File: src/rtl/prw_pkg.sv
package prw_pkg;

  typedef enum logic [1:0] {
    SZ_LOW_BYTE    = 2'b00,
    SZ_SECOND_BYTE = 2'b01,
    SZ_LOW_WORD    = 2'b10,
    SZ_FULL        = 2'b11
  } accessSize_e;

  typedef struct packed {
    logic wrAccept;
    logic readNow;
    logic mergeCommit;
  } ctlStrobes_t;

  function automatic logic isWide(input logic [1:0] sizeCode);
    return sizeCode[1];
  endfunction

endpackage

File: src/rtl/prw_control.sv
module prw_control
  import prw_pkg::*;
#(
  parameter int NUM_REGS     = 8,
  parameter int MERGE_CYCLES = 2,
  localparam int ADDR_W      = $clog2(NUM_REGS),
  localparam int CNT_W       = $clog2(MERGE_CYCLES + 1)
) (
  input  logic              clk,
  input  logic              rst,
  input  logic              rdReq,
  input  logic [ADDR_W-1:0] rdAddr,
  input  logic [1:0]        rdSize,
  input  logic              wrEn,
  input  logic [ADDR_W-1:0] wrAddr,
  input  logic              needsMerge,
  output ctlStrobes_t       strobes,
  output logic [ADDR_W-1:0] commitAddr,
  output logic [1:0]        commitSize,
  output logic              stall,
  output logic              rdValid
);

  logic              busy;
  logic [CNT_W-1:0]  cnt;
  logic [ADDR_W-1:0] lockAddr;
  logic [1:0]        lockSize;
  logic              startMerge;
  logic              reqAccepted;

  assign reqAccepted = rdReq && !busy;
  assign startMerge  = reqAccepted && isWide(rdSize) && needsMerge;

  always_comb begin
    strobes.readNow     = reqAccepted && !(isWide(rdSize) && needsMerge);
    strobes.mergeCommit = busy && (cnt == '0);
    strobes.wrAccept    = wrEn && !(busy && (wrAddr == lockAddr));
  end

  always_ff @(posedge clk) begin
    if (rst) begin
      busy     <= 1'b0;
      cnt      <= '0;
      lockAddr <= '0;
      lockSize <= '0;
      rdValid  <= 1'b0;
    end else begin
      rdValid <= strobes.readNow || strobes.mergeCommit;
      if (startMerge) begin
        busy     <= 1'b1;
        cnt      <= CNT_W'(MERGE_CYCLES - 1);
        lockAddr <= rdAddr;
        lockSize <= rdSize;
      end else if (busy) begin
        if (cnt == '0) busy <= 1'b0;
        else           cnt  <= cnt - 1'b1;
      end
    end
  end

  assign stall      = busy;
  assign commitAddr = lockAddr;
  assign commitSize = lockSize;

  // Independent run-length counter used only by the checks below.
  logic [CNT_W:0] stallRun;
  always_ff @(posedge clk) begin
    if (rst)        stallRun <= '0;
    else if (stall) stallRun <= stallRun + 1'b1;
    else            stallRun <= '0;
  end

  AST_STALL_BOUNDED: assert property (@(posedge clk) disable iff (rst)
    stall |-> (stallRun < (CNT_W+1)'(MERGE_CYCLES)));
  AST_STALL_FULL_LENGTH: assert property (@(posedge clk) disable iff (rst)
    $fell(stall) |-> ($past(stallRun) == (CNT_W+1)'(MERGE_CYCLES - 1)));
  AST_VALID_AFTER_STALL: assert property (@(posedge clk) disable iff (rst)
    $fell(stall) |-> rdValid);
  AST_NO_VALID_WHILE_STALL: assert property (@(posedge clk) disable iff (rst)
    stall |-> !rdValid);
  AST_BYTE_NO_STALL: assert property (@(posedge clk) disable iff (rst)
    (rdReq && !stall && !isWide(rdSize)) |=> (!stall && rdValid));
  AST_RESET_QUIET: assert property (@(posedge clk)
    rst |=> (!stall && !rdValid));

endmodule

File: src/rtl/prw_datapath.sv
module prw_datapath
  import prw_pkg::*;
#(
  parameter int NUM_REGS = 8,
  parameter int DATA_W   = 64,
  localparam int ADDR_W  = $clog2(NUM_REGS),
  localparam int BYTE_W  = 8,
  localparam int WORD_W  = 32
) (
  input  logic              clk,
  input  logic              rst,
  input  ctlStrobes_t       strobes,
  input  logic [ADDR_W-1:0] wrAddr,
  input  logic [1:0]        wrSize,
  input  logic [DATA_W-1:0] wrData,
  input  logic [ADDR_W-1:0] rdAddr,
  input  logic [1:0]        rdSize,
  input  logic [ADDR_W-1:0] commitAddr,
  input  logic [1:0]        commitSize,
  output logic              needsMerge,
  output logic [DATA_W-1:0] rdData
);

  logic [DATA_W-1:0] baseReg   [NUM_REGS];
  logic [BYTE_W-1:0] lowSlot   [NUM_REGS];
  logic [BYTE_W-1:0] highSlot  [NUM_REGS];
  logic [NUM_REGS-1:0] lowDirty;
  logic [NUM_REGS-1:0] highDirty;
  logic [DATA_W-1:0] mergedView [NUM_REGS];

  genvar gi;
  generate
    for (gi = 0; gi < NUM_REGS; gi++) begin : gEntry
      logic hitWrite;
      logic hitCommit;
      assign hitWrite  = strobes.wrAccept && (wrAddr == ADDR_W'(gi));
      assign hitCommit = strobes.mergeCommit && (commitAddr == ADDR_W'(gi));

      always_comb begin
        mergedView[gi] = baseReg[gi];
        if (lowDirty[gi])  mergedView[gi][BYTE_W-1:0]        = lowSlot[gi];
        if (highDirty[gi]) mergedView[gi][2*BYTE_W-1:BYTE_W] = highSlot[gi];
      end

      always_ff @(posedge clk) begin
        if (rst) begin
          baseReg[gi]   <= '0;
          lowSlot[gi]   <= '0;
          highSlot[gi]  <= '0;
          lowDirty[gi]  <= 1'b0;
          highDirty[gi] <= 1'b0;
        end else if (hitCommit) begin
          baseReg[gi]   <= mergedView[gi];
          lowDirty[gi]  <= 1'b0;
          highDirty[gi] <= 1'b0;
        end else if (hitWrite) begin
          unique case (accessSize_e'(wrSize))
            SZ_FULL: begin
              baseReg[gi]   <= wrData;
              lowDirty[gi]  <= 1'b0;
              highDirty[gi] <= 1'b0;
            end
            SZ_LOW_WORD: begin
              baseReg[gi]   <= DATA_W'(wrData[WORD_W-1:0]);
              lowDirty[gi]  <= 1'b0;
              highDirty[gi] <= 1'b0;
            end
            SZ_LOW_BYTE: begin
              lowSlot[gi]  <= wrData[BYTE_W-1:0];
              lowDirty[gi] <= 1'b1;
            end
            SZ_SECOND_BYTE: begin
              highSlot[gi]  <= wrData[BYTE_W-1:0];
              highDirty[gi] <= 1'b1;
            end
            default: ;
          endcase
        end
      end
    end
  endgenerate

  assign needsMerge = lowDirty[rdAddr] || highDirty[rdAddr];

  logic [ADDR_W-1:0] selAddr;
  logic [1:0]        selSize;
  logic [DATA_W-1:0] selView;
  logic [DATA_W-1:0] shaped;

  always_comb begin
    selAddr = strobes.mergeCommit ? commitAddr : rdAddr;
    selSize = strobes.mergeCommit ? commitSize : rdSize;
    selView = mergedView[selAddr];
    unique case (accessSize_e'(selSize))
      SZ_LOW_BYTE:    shaped = DATA_W'(selView[BYTE_W-1:0]);
      SZ_SECOND_BYTE: shaped = DATA_W'(selView[2*BYTE_W-1:BYTE_W]);
      SZ_LOW_WORD:    shaped = DATA_W'(selView[WORD_W-1:0]);
      SZ_FULL:        shaped = selView;
      default:        shaped = '0;
    endcase
  end

  always_ff @(posedge clk) begin
    if (rst)                                         rdData <= '0;
    else if (strobes.readNow || strobes.mergeCommit) rdData <= shaped;
  end

  AST_WORD_ZERO_FILL: assert property (@(posedge clk) disable iff (rst)
    (strobes.wrAccept && wrSize == 2'b10)
      |=> (baseReg[$past(wrAddr)][DATA_W-1:WORD_W] == '0));
  AST_WIDE_CLEARS_SPLIT: assert property (@(posedge clk) disable iff (rst)
    (strobes.wrAccept && wrSize[1])
      |=> (!lowDirty[$past(wrAddr)] && !highDirty[$past(wrAddr)]));
  AST_BYTE_KEEPS_BASE: assert property (@(posedge clk) disable iff (rst)
    (strobes.wrAccept && !wrSize[1] && !strobes.mergeCommit)
      |=> (baseReg[$past(wrAddr)] == $past(baseReg[wrAddr])));
  AST_COMMIT_UNSPLITS: assert property (@(posedge clk) disable iff (rst)
    strobes.mergeCommit
      |=> (!lowDirty[$past(commitAddr)] && !highDirty[$past(commitAddr)]));

endmodule

File: src/rtl/prw_merge_tracker.sv
module prw_merge_tracker
  import prw_pkg::*;
#(
  parameter int NUM_REGS     = 8,
  parameter int DATA_W       = 64,
  parameter int MERGE_CYCLES = 2,
  localparam int ADDR_W      = $clog2(NUM_REGS)
) (
  input  logic              clk,
  input  logic              rst,
  input  logic              wrEn,
  input  logic [ADDR_W-1:0] wrAddr,
  input  logic [1:0]        wrSize,
  input  logic [DATA_W-1:0] wrData,
  input  logic              rdReq,
  input  logic [ADDR_W-1:0] rdAddr,
  input  logic [1:0]        rdSize,
  output logic [DATA_W-1:0] rdData,
  output logic              rdValid,
  output logic              stall
);

  ctlStrobes_t       strobes;
  logic [ADDR_W-1:0] commitAddr;
  logic [1:0]        commitSize;
  logic              needsMerge;

  prw_control #(
    .NUM_REGS    (NUM_REGS),
    .MERGE_CYCLES(MERGE_CYCLES)
  ) uCtl (
    .clk       (clk),
    .rst       (rst),
    .rdReq     (rdReq),
    .rdAddr    (rdAddr),
    .rdSize    (rdSize),
    .wrEn      (wrEn),
    .wrAddr    (wrAddr),
    .needsMerge(needsMerge),
    .strobes   (strobes),
    .commitAddr(commitAddr),
    .commitSize(commitSize),
    .stall     (stall),
    .rdValid   (rdValid)
  );

  prw_datapath #(
    .NUM_REGS(NUM_REGS),
    .DATA_W  (DATA_W)
  ) uData (
    .clk       (clk),
    .rst       (rst),
    .strobes   (strobes),
    .wrAddr    (wrAddr),
    .wrSize    (wrSize),
    .wrData    (wrData),
    .rdAddr    (rdAddr),
    .rdSize    (rdSize),
    .commitAddr(commitAddr),
    .commitSize(commitSize),
    .needsMerge(needsMerge),
    .rdData    (rdData)
  );

endmodule

File: config.mk
export PLATFORM = sky130hd
export DESIGN_NAME = prw_merge_tracker
export DESIGN_NICKNAME = d
export VERILOG_FILES = /design/src/rtl/prw_pkg.sv /design/src/rtl/prw_control.sv /design/src/rtl/prw_datapath.sv /design/src/rtl/prw_merge_tracker.sv
export SDC_FILE = /design/constraint.sdc
export NUM_CORES = 1
export LEC_CHECK = 0
export BUFFER_PORTS_ARGS = -buffer_cell sky130_fd_sc_hd__buf_4
export CAP_MARGIN = 20
export CELL_PAD_IN_SITES_DETAIL_PLACEMENT = 1
export CELL_PAD_IN_SITES_GLOBAL_PLACEMENT = 1
export CORE_MARGIN = 10
export CORE_UTILIZATION = 57
export CTS_BUF_LIST = sky130_fd_sc_hd__clkbuf_8
export CTS_CLUSTER_DIAMETER = 150
export DETAILED_ROUTE_END_ITERATION = 7
export HOLD_SLACK_MARGIN = 0.1
export PLACE_DENSITY_LB_ADDON = 0.2
export SYNTH_ARGS = -nofsm -noshare
export SYNTH_HDL_FRONTEND = slang
export SYNTH_SLANG_ARGS = --single-unit
File: constraint.sdc
create_clock -name clk -period 7 [get_ports clk]
set_input_delay 0.7 -clock clk [delete_from_list [all_inputs] [get_ports clk]]
set_output_delay 0.7 -clock clk [all_outputs]
set_load 0.01 [all_outputs]
After elaboration in Yosys (flattened, before gate mapping):

Memories as Yosys holds them, arrays and structs flattened.
Index checks and enable logic that the tools add are counted.

* register bits: 89
* RAM bits: 640
* output and inout bits: 66
* word-level logic and storage cells: 390
* memories kept: 3

Memory list
* uData.baseReg: depth 8, width 64, rd ports 8, clocked after memory_dff 0, wr ports 8, RTL line prw_datapath.sv:24 `logic [DATA_W-1:0] baseReg [NUM_REGS];`
* uData.highSlot: depth 8, width 8, rd ports 8, clocked after memory_dff 0, wr ports 8, RTL line prw_datapath.sv:26 `logic [BYTE_W-1:0] highSlot [NUM_REGS];`
* uData.lowSlot: depth 8, width 8, rd ports 8, clocked after memory_dff 0, wr ports 8, RTL line prw_datapath.sv:25 `logic [BYTE_W-1:0] lowSlot [NUM_REGS];`

* $add $sub $neg: 1
* $lt $le $gt $ge: 2
* eq/ne operators: 22
* muxes and demuxes: 232
* bitwise logic cells: 42
* reductions and logical operators: 65

Operators with widths (number)
* 64-bit 2-to-1 mux: 26
* 8-bit 2-to-1 mux: 32
* 64-bit one-hot mux with 4 select lines: 1
* 64-bit binary-select mux with 3-bit select: 1
* 1-bit 2-to-1 mux: 166
* 1-bit bitwise OR: 40
* 2-bit AND reduction: 18
* 3-bit equality test, second input constant: 8
* 1-bit logical AND: 24
* 2-bit OR reduction: 10
* 3-bit by 2-bit equality test with 1-bit output, second input constant: 4
* 2-bit equality test, second input constant: 4
* 1-bit binary-select mux with 3-bit select: 2
* 3-bit by 1-bit equality test with 1-bit output, second input constant: 2
* 2-bit logical NOT: 3
* 3-bit logical NOT: 2
* 2-bit nonzero test: 3
* 2-bit by 1-bit equality test with 1-bit output, second input constant: 2
* 4-bit greater-or-equal comparator, second input constant: 1
* 3-bit by 4-bit < comparator with 1-bit output, second input constant: 1
* 3-bit NOT with 4-bit output: 1
* 1-bit one-hot mux with 2 select lines: 2
* 3-bit equality test: 1
* 1-bit logical NOT: 3
* other kinds (6): 7

Depth between registers and ports, before layout:

* word-level depth: 11
* depth in mapped cells: 11
* gate-level depth less buffers: 8

Cells and area by module:

Synthesis repeated with hierarchy kept, for this count alone.

* cells, all modules: 2462
* area, all modules: 33244.4 um^2

By module, submodules not included
* prw_datapath: instances 1, cells an instance 2421, area each 32836.5 um^2
* prw_control: instances 1, cells an instance 41, area each 407.9 um^2

Least setup slack after synthesis:

No wires, ideal clock.

* path type: input -> register
* start point: input port wrAddr[1]
* end point: memory uData.baseReg[3][16] (netlist: uData.baseReg[0][208]) (enable)
* arrival: 4140 ps
* required time: 6531 ps
* slack: 2390 ps
* stages on the path: 6
* buffers on the path: 1
* path through: buf_4 xnor2_1 a41oi_1 and2_1 a31oi_1 a21oi_1

RTL lines
* from (decl): RTL line prw_merge_tracker.sv:12 `input logic [ADDR_W-1:0] wrAddr,`
* to (decl): RTL line prw_datapath.sv:24

==> metrics <==
Initial DRT Pass Iterations 6; most frequent cells in the layout edfxtp_1, and2_1, nand2_1; Critical Path Sink uData.baseReg[0][51]; Final Critical Period 4.22 ns; fin. max-slew vios 0; Worst EP required 7.34 ns; Critical R2R Launch uCtl.commitAddr[1]; first-pass GRT wire length 149 mm; core area 57500 µm²; Net Switching 2.33 mW; Reg clk slew, reported paths 0.06 ns; GP Congestion 0.913; CTS tree done; vias in the first global route 23400; RR Endpoint uData.baseReg[0][51]; chip height 261 µm; Setup Fix Bufs, Post-CTS 0; Tcrit/Tclk final 0.604; number of synthesized register bits 729; Worst Tran Pin Value 1.03 ns; Leakage 13.4 nW; Post-Syn Area 33000 µm²; fraction of registers with async set/reset 0; PwrDens 257 nW/µm²; sequential share of power 0.533; Seq/Total Area, Yosys 0.637; sw frac 0.246; crit start category flop; worst ir drop on vdd 190 µV; post-layout power 9.48 mW; CTS sink count 729; Sum Neg Setup Slack 0 ns; io pins 144; Core Rows 88; antenna violations before repair 2; Hold-fix buffers, CTS 0; clock latency on the worst-skew pair 0.74 ns; Vias 21700; Min-Delay Path Class in2reg; Synthesized Nets 2544; power share of the clock group 0.382; P&R area growth vs syn 11.8%; post-CTS sizing 0; Slew headroom 0.312; syn avg cell area 13.4 µm²; share of cells above drive strength 1 0.171; Initial Utilization 0.574; FF/Latch Area 21000 µm²; Avg Vias per Cell 6.28; DP Wirelength 62.3 mm; total gr overflow 0; nets 2663; RSZ-0062 raised after global routing no; Die W 261 µm; clock buffer depth 3; Final Hold Viols 0; Synth Warn # 0; CTS root buffer clkbuf_8; final number of setup-violating endpoints 0; H-tree depth 3; critical path class reg2reg; Detail Route Antenna Nets 0; clk_skew 0.0336 ns; Comb pwr share 0.085; Mapped Cells 2465; outcome finished, final reports clean; number of CTS-inserted buffers 117; Post-synth EDFFs 640; Post-Route WL 99.5 mm; max_cap viols 0; maximum fanout along the worst path 48; Max Fclk 237 MHz; multi-input logic area 11200 µm²; largest net degree at the start of global routing 129; R2R Setup Slk 2.78 ns; Synth cell types 54; Int Power 7.15 mW; port bufs 143; Top FF cell, synth edfxtp_1; Worst Setup End Kind flop; drt first-iter violations 2184; fillcell total 5500; DIE AREA 67900 µm²; routed len/inst 28.8 µm; worst setup path start uCtl.commitAddr[1]; crit path DAT 4.56 ns; GRT Util Overall 0.293; commonest non-fill, non-tap cell in the layout edfxtp_1; drt drc 0; worst reg2reg path depth 7
## layer usage
layer	up-vias	track usage	part of all wire
li1	9220	-	-
met1	11300	0.378	0.39
met2	1005	0.491	0.50
met3	189	0.0587	0.085
met4	0	0.0975	0.030
met5	-	0	0
## stage by stage
step / setup slack (ns) / cells / util / hold slack [ns] / area [µm²]
2_1_floorplan: 2.39 / 2465 / - / 0.462 / 33000
3_3_place_gp: 2.91 / 3227 / 0.600 / 0.434 / 34500
3_5_place_dp: 2.78 / 3228 / 0.600 / 0.446 / 34500
4_1_cts: 2.90 / 3451 / 0.641 / 0.237 / 36800
5_1_grt: 2.67 / 3455 / 0.641 / 0.244 / 36900
6_report: 2.78 / 3455 / 0.641 / 0.275 / 36900
## final cells by class
| type | count | area share |
|---|---|---|
| Sequential cell | 729 | 0.570 |
| Multi-Input combinational cell | 1547 | 0.303 |
| Inverter | 12 | 0.00122 |
| Clock buffer | 132 | 0.0493 |
| Timing Repair Buffer | 177 | 0.0374 |
| Clock inverter | 91 | 0.0137 |
| Antenna cell | 2 | 0.000136 |
| Tap cell | 765 | 0.0260 |
## worst max-delay path, stage by stage (launching register included)
cell,delay [ns]
dfxtp_1,0.68
xnor2_1,0.24
a41oi_1,0.73
and2_1,0.42
a221oi_1,0.20
inv_1,0.55
and2_2,0.25
buf_4,0.65
## synth_stat cells, types with 8 or more instances
cell type	count	area share
o21ai_1	16	0.0024
a221o_1	8	0.0024
a21oi_1	12	0.0018
a211oi_1	19	0.0043
nand4_1	9	0.0017
a21o_1	14	0.0032
o21ai_0	136	0.021
a22o_1	8	0.0021
dfxtp_1	89	0.054
edfxtp_1	640	0.58
buf_6	8	0.0027
and2_1	427	0.081
nor2_1	159	0.018
o2bb2ai_1	16	0.0043
clkbuf_1	90	0.010
mux4_2	96	0.066
nand2_1	258	0.029
nand2b_1	8	0.0015
buf_4	16	0.0036
nand3_1	41	0.0062
or2_2	9	0.0017
inv_1	12	0.0014
o21bai_1	16	0.0036
mux2i_1	234	0.071
buf_2	58	0.0088
## sequential cells by signal, indices dropped and copies added, names as in the netlist
name / count
uData.lowSlot: 64
uData.rdData: 64
uCtl.cnt: 2
uCtl.rdValid: 1
uData.baseReg: 512
uCtl.commitAddr: 3
uData.highDirty: 8
uCtl.commitSize: 2
uData.lowDirty: 8
uCtl.stall: 1
uData.highSlot: 64
## power by group through the flow
stage	sequential (mW)	combinational [mW]	clock [mW]
finish	5.05	0.805	3.62
global route	5.06	0.845	3.87
CTS	5.05	0.796	3.66
detailed placement	5.14	0.792	0
global placement	5.11	0.765	0
floorplan	5.10	0.468	0
## logic make-up after synthesis
logic type / Yosys count / synth area share
compound gates: 261 / 0.0493
xor+xnor: 4 / 0.00106
fa+ha+maj: 1 / 0.000379
buf+inv: 189 / 0.0275
flops: 729 / 0.637
mux: 331 / 0.137
simple gates: 950 / 0.148
## worst min-delay path by stage
stage	from	endpoint	slack (ns)	cells after the start
2_1_floorplan	uCtl.commitSize[0]	uCtl.commitSize[0]	0.46	2
3_3_place_gp	uData.rdData[47]	uData.rdData[47]	0.43	2
3_5_place_dp	uData.rdData[56]	uData.rdData[56]	0.45	2
4_1_cts	rdSize[0]	uCtl.commitSize[0]	0.24	3
5_1_grt	rdSize[0]	uCtl.commitSize[0]	0.24	3
6_report	rdSize[0]	uCtl.commitSize[0]	0.28	3
Power figures use the tool's default switching activity.
